==> config.mk <==
export PLATFORM = sky130hd
export DESIGN_NAME = boot_reauth_ctrl
export DESIGN_NICKNAME = d
export VERILOG_FILES = /design/src/rtl/brc_pkg.sv /design/src/rtl/brc_timer.sv /design/src/rtl/brc_cmp.sv /design/src/rtl/boot_reauth_ctrl.sv
export SDC_FILE = /design/constraint.sdc
export NUM_CORES = 1
export LEC_CHECK = 0
export BUFFER_PORTS_ARGS = -buffer_cell sky130_fd_sc_hd__buf_2
export CAP_MARGIN = 20
export CORE_AREA = 2 2 308 310
export DETAILED_ROUTE_END_ITERATION = 10
export DIE_AREA = 0 0 310 312
export MAX_ROUTING_LAYER = met4
export PLACE_DENSITY = 0.3
export SLEW_MARGIN = 30
export SYNTH_ARGS = -nofsm -noshare
export SYNTH_HDL_FRONTEND = slang
export SYNTH_HIERARCHICAL = 1
export SYNTH_SLANG_ARGS = --single-unit
==> constraint.sdc <==
create_clock -name clk -period 2.51 [get_ports clk]
set_input_delay 0.1255 -clock clk [delete_from_list [all_inputs] [get_ports clk]]
set_output_delay 0.1255 -clock clk [all_outputs]
set_load 0.01 [all_outputs]
==> src/rtl/brc_pkg.sv <==
package brc_pkg;
  typedef enum logic [1:0] {
    ST_IDLE   = 2'd0,
    ST_BUSY   = 2'd1,
    ST_DONE   = 2'd2,
    ST_REJECT = 2'd3
  } brc_status_e;

  typedef enum logic [1:0] {
    F_IDLE = 2'd0,
    F_REQ  = 2'd1,
    F_WAIT = 2'd2,
    F_FIN  = 2'd3
  } brc_fsm_e;

  // one verdict for a chiplet: passing when enrolling or when digests agree
  function automatic logic chip_pass(input logic enrolling, input logic digests_equal);
    return enrolling | digests_equal;
  endfunction
endpackage

==> src/rtl/brc_timer.sv <==
module brc_timer #(
  parameter int LIMIT = 192,
  localparam int CW = $clog2(LIMIT + 1)
) (
  input  logic clk,
  input  logic rst_n,
  input  logic clr,
  input  logic run,
  output logic expired
);
  logic [CW-1:0] cnt_q;

  assign expired = run && (cnt_q == CW'(LIMIT - 1));

  always_ff @(posedge clk or negedge rst_n) begin
    if (!rst_n)                cnt_q <= '0;
    else if (clr)              cnt_q <= '0;
    else if (run && !expired)  cnt_q <= cnt_q + 1'b1;
  end
endmodule

==> src/rtl/brc_cmp.sv <==
module brc_cmp #(
  parameter int DIG_W   = 256,
  parameter int SLICE_W = 32,
  localparam int NSL = DIG_W / SLICE_W
) (
  input  logic [DIG_W-1:0] a,
  input  logic [DIG_W-1:0] b,
  output logic             eq
);
  logic [NSL-1:0] slice_eq;

  for (genvar s = 0; s < NSL; s++) begin : g_slice
    assign slice_eq[s] = (a[s*SLICE_W +: SLICE_W] == b[s*SLICE_W +: SLICE_W]);
  end

  assign eq = &slice_eq;
endmodule

==> src/rtl/boot_reauth_ctrl.sv <==
module boot_reauth_ctrl #(
  parameter int N_CHIP   = 4,
  parameter int DIG_W    = 256,
  parameter int HASH_LAT = 96,
  localparam int IDX_W = (N_CHIP > 1) ? $clog2(N_CHIP) : 1
) (
  input  logic              clk,
  input  logic              rst_n,
  input  logic              start,
  input  logic              enroll_req,
  output logic              hash_req,
  output logic [IDX_W-1:0]  hash_idx,
  input  logic              hash_vld,
  input  logic [DIG_W-1:0]  hash_dig,
  output logic [IDX_W-1:0]  otp_addr,
  input  logic [DIG_W-1:0]  otp_rdata,
  output logic              otp_we,
  output logic [DIG_W-1:0]  otp_wdata,
  output logic              otp_lock_set,
  input  logic              otp_locked,
  output logic [N_CHIP-1:0] chip_en,
  output logic [N_CHIP-1:0] mismatch,
  output logic              done,
  output logic [1:0]        status
);
  import brc_pkg::*;

  localparam int TMO_CYC = 2 * HASH_LAT;

  brc_fsm_e          fsm_q;
  brc_status_e       status_q;
  logic [IDX_W-1:0]  idx_q;
  logic              enroll_q;
  logic [N_CHIP-1:0] pass_q, en_q, mm_q;
  logic              done_q, lock_q;

  // named internal events
  logic in_wait, tmo_hit, cmp_eq, got_dig, last_chip, kick, refuse;

  assign in_wait   = (fsm_q == F_WAIT);
  assign got_dig   = in_wait && hash_vld;
  assign last_chip = (idx_q == IDX_W'(N_CHIP - 1));
  assign kick      = (fsm_q == F_IDLE) && (start || enroll_req);
  assign refuse    = kick && enroll_req && otp_locked;

  brc_timer #(.LIMIT(TMO_CYC)) u_tmr (
    .clk     (clk),
    .rst_n   (rst_n),
    .clr     (fsm_q == F_REQ),
    .run     (in_wait && !hash_vld),
    .expired (tmo_hit)
  );

  brc_cmp #(.DIG_W(DIG_W)) u_cmp (
    .a  (hash_dig),
    .b  (otp_rdata),
    .eq (cmp_eq)
  );

  assign hash_req     = (fsm_q == F_REQ);
  assign hash_idx     = idx_q;
  assign otp_addr     = idx_q;
  assign otp_we       = got_dig && enroll_q && !otp_locked;
  assign otp_wdata    = hash_dig;
  assign otp_lock_set = lock_q;
  assign chip_en      = en_q;
  assign mismatch     = mm_q;
  assign done         = done_q;
  assign status       = status_q;

  always_ff @(posedge clk or negedge rst_n) begin
    if (!rst_n) begin
      fsm_q    <= F_IDLE;
      status_q <= ST_IDLE;
      idx_q    <= '0;
      enroll_q <= 1'b0;
      pass_q   <= '0;
      en_q     <= '0;
      mm_q     <= '0;
      done_q   <= 1'b0;
      lock_q   <= 1'b0;
    end else begin
      done_q <= 1'b0;
      lock_q <= 1'b0;
      case (fsm_q)
        F_IDLE: begin
          if (refuse) begin
            status_q <= ST_REJECT;
            done_q   <= 1'b1;
          end else if (kick) begin
            enroll_q <= !otp_locked;
            idx_q    <= '0;
            pass_q   <= '0;
            en_q     <= '0;
            mm_q     <= '0;
            status_q <= ST_BUSY;
            fsm_q    <= F_REQ;
          end
        end
        F_REQ: fsm_q <= F_WAIT;
        F_WAIT: begin
          if (got_dig || tmo_hit) begin
            if (got_dig && chip_pass(enroll_q, cmp_eq)) pass_q[idx_q] <= 1'b1;
            else                                        mm_q[idx_q]   <= 1'b1;
            if (last_chip) fsm_q <= F_FIN;
            else begin
              idx_q <= idx_q + 1'b1;
              fsm_q <= F_REQ;
            end
          end
        end
        F_FIN: begin
          en_q     <= pass_q;
          done_q   <= 1'b1;
          lock_q   <= enroll_q;
          status_q <= ST_DONE;
          fsm_q    <= F_IDLE;
        end
        default: fsm_q <= F_IDLE;
      endcase
    end
  end
endmodule

==> summary.txt <==
most used cell, CP -> nand4_1
average wire per standard cell -> 20.26 µm
RSZ-0062 raised after global routing -> true
type of the worst setup path -> input pin to register
area grow syn2layout -> 64.34%
power per cell area -> 386.4 mW/mm²
Max Clock Skew -> 0.009269 ns
DRT Pass-1 Iters -> 4
largest net degree at the start of global routing -> 30
met3 Use GR -> 2.780%
nets -> 1856
R2R Path End -> hash_idx[0]
Util after Layout -> 11.30%
reg2reg start -> fsm_q[0]
status -> finished clean
ratio of cells with drive above 1 in the final layout -> 64.03%
Critical Path Fanout Max -> 4
final slew viol count -> 0
clock sinks -> 29
Die X -> 310 µm
die area -> 0.09672 mm²
Hold Violations, Final -> 0
RePlAce Congestion -> 0.9028
CTS clk-pin slew, worst paths -> 0.06 ns
# DRC -> 0
1st-iter DRT viols -> 349
CP max stage delay -> 0.42 ns
most common cell after layout, fill and taps aside -> buf_2
DRT Wirelength -> 52600 µm
IO Pins -> 792
top post-synthesis cells by area -> xnor2_1 35%, buf_4 30%, dfrtp_1 11%, nand4_1 6.8%, ha_1 2.0%
Hold Crit Class -> input pin to register
peak-usage layer in the global routing report -> met2
Syn Std Cell Area -> 0.006396 mm²
VDD IR max -> 355.1 µV
slowest CP cell -> nor4_4
total grt overflow -> 0
r2r setup slk -> 0.25 ns
setup violators final -> 0
Placed Area -> 0.01014 mm²
ys async rst share -> 100.0%
Post-CTS Setup Bufs -> 0
Yosys reg bits -> 29
Worst Setup End Kind -> register
routed via count -> 7372
Avg Inst Size Synth -> 8.307 µm²
max-cap viol count -> 0
share of the synthesized area in the top cell type -> 35.05%
startpoint types -> input pin
antenna viol nets, final -> 0
Psw -> 1.781 mW
Worst-Skew Late Latency -> 0.28 ns
Initial Util -> 6.874%
DP HPWL -> 49830 µm
Ys Warns -> 6
number of synthesized flops with an enable pin -> 0
Pint -> 2.280 mW
CTS Buf Count -> 5
Slew @ Worst Pin -> 0.7454 ns
Core Region -> 0.09305 mm²
Netlist cell types -> 51
Final Instance Area -> 0.01051 mm²
CP Data Arrival Time -> 2.48 ns
Mapped Cells -> 770
top flip-flop cell by instance count after synthesis -> dfrtp_1
critical-path cell list -> buf_8 -> xnor2_4 -> nand4_1 -> nor4_2 -> nand4_1 -> buf_4 -> nor4_4 -> nor2_2 -> mux2_4 -> a31oi_1 -> a21oi_1
die height -> 312 µm
Clk pwr share -> 19.3%
initial antenna violation count -> 9
Slew headroom -> 50.31%
M2 GR Usage -> 17.25%
GRT Total Usage -> 10.41%
met1 usage -> 12.66%
Switching Fraction -> 43.85%
Fmax achieved -> 428.7 MHz
vias in the first global route -> 7861
Required @ worst endpoint -> 2.65 ns
final period utilization -> 92.93%
crit path from -> hash_dig[246]
Max Root-Sink Buffers -> 2
Gate power share -> 62.0%
Root Buffer -> clkbuf_16
Vias/cell -> 2.840
leakage power -> 4.736 nW
crit path to -> mismatch[1]
most frequent cells in the layout -> 788 x buf_2, 251 x xnor2_1, 70 x nand4_1, 29 x dfrtp_1, 27 x buf_4
clock tree from TritonCTS -> built
# rows -> 112
dominant cell type by area after synthesis -> xnor2_1
Synthesized Nets -> 1298
cells on worst reg2reg path -> 9
Tmin final -> 2.333 ns
sequential power share -> 18.7%
sequential area share after synthesis -> 11.35%
H-tree depth -> 2
first-pass GRT wire length -> 66140 µm
PortBufs -> 791
==> critical path, delay by kind of cell <==
| kind | cells | cell delay [ns] |
|---|---|---|
| buffers and inverters | 2 | 0.28 |
| XOR/XNOR | 1 | 0.23 |
| AO/OA/AOI/OAI | 2 | 0.22 |
| AND/OR/NAND/NOR | 5 | 1.31 |
| multiplexers | 1 | 0.30 |
==> power groups by stage <==
stage	Sequential (mW)	Clock (mW)	Combinational, mW
5_1_grt	0.784	0.824	2.76
3_5_place_dp	0.770	0	2.55
4_1_cts	0.763	0.806	2.58
2_1_floorplan	0.748	0	1.44
6_report	0.759	0.785	2.52
3_3_place_gp	0.774	0	2.57
==> state kept, by name (all words and copies together), names as in the netlist <==
register / count
hash_idx: 2
chip_en: 4
enroll_q: 1
done: 1
status: 2
otp_lock_set: 1
u_tmr/cnt_q: 8
fsm_q: 2
pass_q: 4
mismatch: 4
==> worst min-delay path by stage <==
stage	to	from	cells after the start	slack [ns]
after floorplan	chip_en[0]	rst_n	0	-0.17
after global placement	chip_en[2]	rst_n	1	0.25
after detailed placement	chip_en[2]	rst_n	1	0.24
after CTS	enroll_q	enroll_req	2	0.15
after global routing	enroll_q	enroll_req	2	0.16
final	enroll_q	enroll_req	2	0.16
==> routing by layer <==
metal	share of wire, %	wire [µm]
met3	11	5944
met4	1.9	1003
met2	47	24550
met5	0	0
met1	40	21110
==> cell usage after synthesis, types with 2 or more instances <==
| library cell | instances |
|---|---|
| buf_4 | 259 |
| xnor2_1 | 256 |
| nand4_1 | 70 |
| dfrtp_1 | 29 |
| a21oi_1 | 18 |
| nor4_1 | 16 |
| o21ai_0 | 11 |
| ha_1 | 10 |
| nand2_1 | 10 |
| inv_1 | 9 |
| nor2_1 | 9 |
| a31oi_1 | 6 |
| mux2i_1 | 5 |
| nor3_1 | 5 |
| a32oi_1 | 4 |
| o21ai_1 | 4 |
| buf_2 | 3 |
| nand3_1 | 3 |
| nor3b_1 | 3 |
| a211oi_1 | 2 |
| a41oi_1 | 2 |
| buf_6 | 2 |
| clkbuf_1 | 2 |
| nand2b_1 | 2 |
| nor4_2 | 2 |
| o22a_1 | 2 |
| o22ai_1 | 2 |
==> per-stage QoR <==
stage / TNS [ns] / hold slack, ns / setup WS, ns / std cells / power [mW]
global route: -0.2153 / 0.1618 / -0.07862 / 2589 / 4.368
global placement: -8.049 / 0.2515 / -1.090 / 2575 / 3.341
finish: 0 / 0.1553 / 0.1773 / 2596 / 4.061
CTS: -0.08360 / 0.1524 / -0.03195 / 2583 / 4.154
floorplan: 0 / -0.1701 / 0.2656 / 770 / 2.190
detailed placement: -5.208 / 0.2428 / -0.7372 / 2575 / 3.323
==> layout make-up <==
class	instances	area (µm²)
fill	11000	82540
timing repair buffer	818	4183
multi-input combinational	465	3777
tap	1254	1569
sequential	29	725.7
clock buffer	5	125.1
clock inverter	3	65.06
inverter	9	33.78
antenna	13	32.53
==> kinds of logic after synthesis <==
| group | count (synthesis) | share of synthesized area (%) |
|---|---|---|
| buf+inv | 276 | 31.69 |
| simple gates | 133 | 12.87 |
| fa+ha+maj | 10 | 1.956 |
| flops | 29 | 11.35 |
| xor+xnor | 256 | 35.05 |
| compound gates | 59 | 5.888 |
| mux | 7 | 1.193 |
==> what timing repair did <==
action,4_1_cts,5_1_grt
pin swaps,12,8
hold endpoints to repair,29,0
gates cloned,0,0
setup endpoints to repair,8,9
resized for setup,16,7
hold buffers,1,0
(Power assumes the default switching activity.)
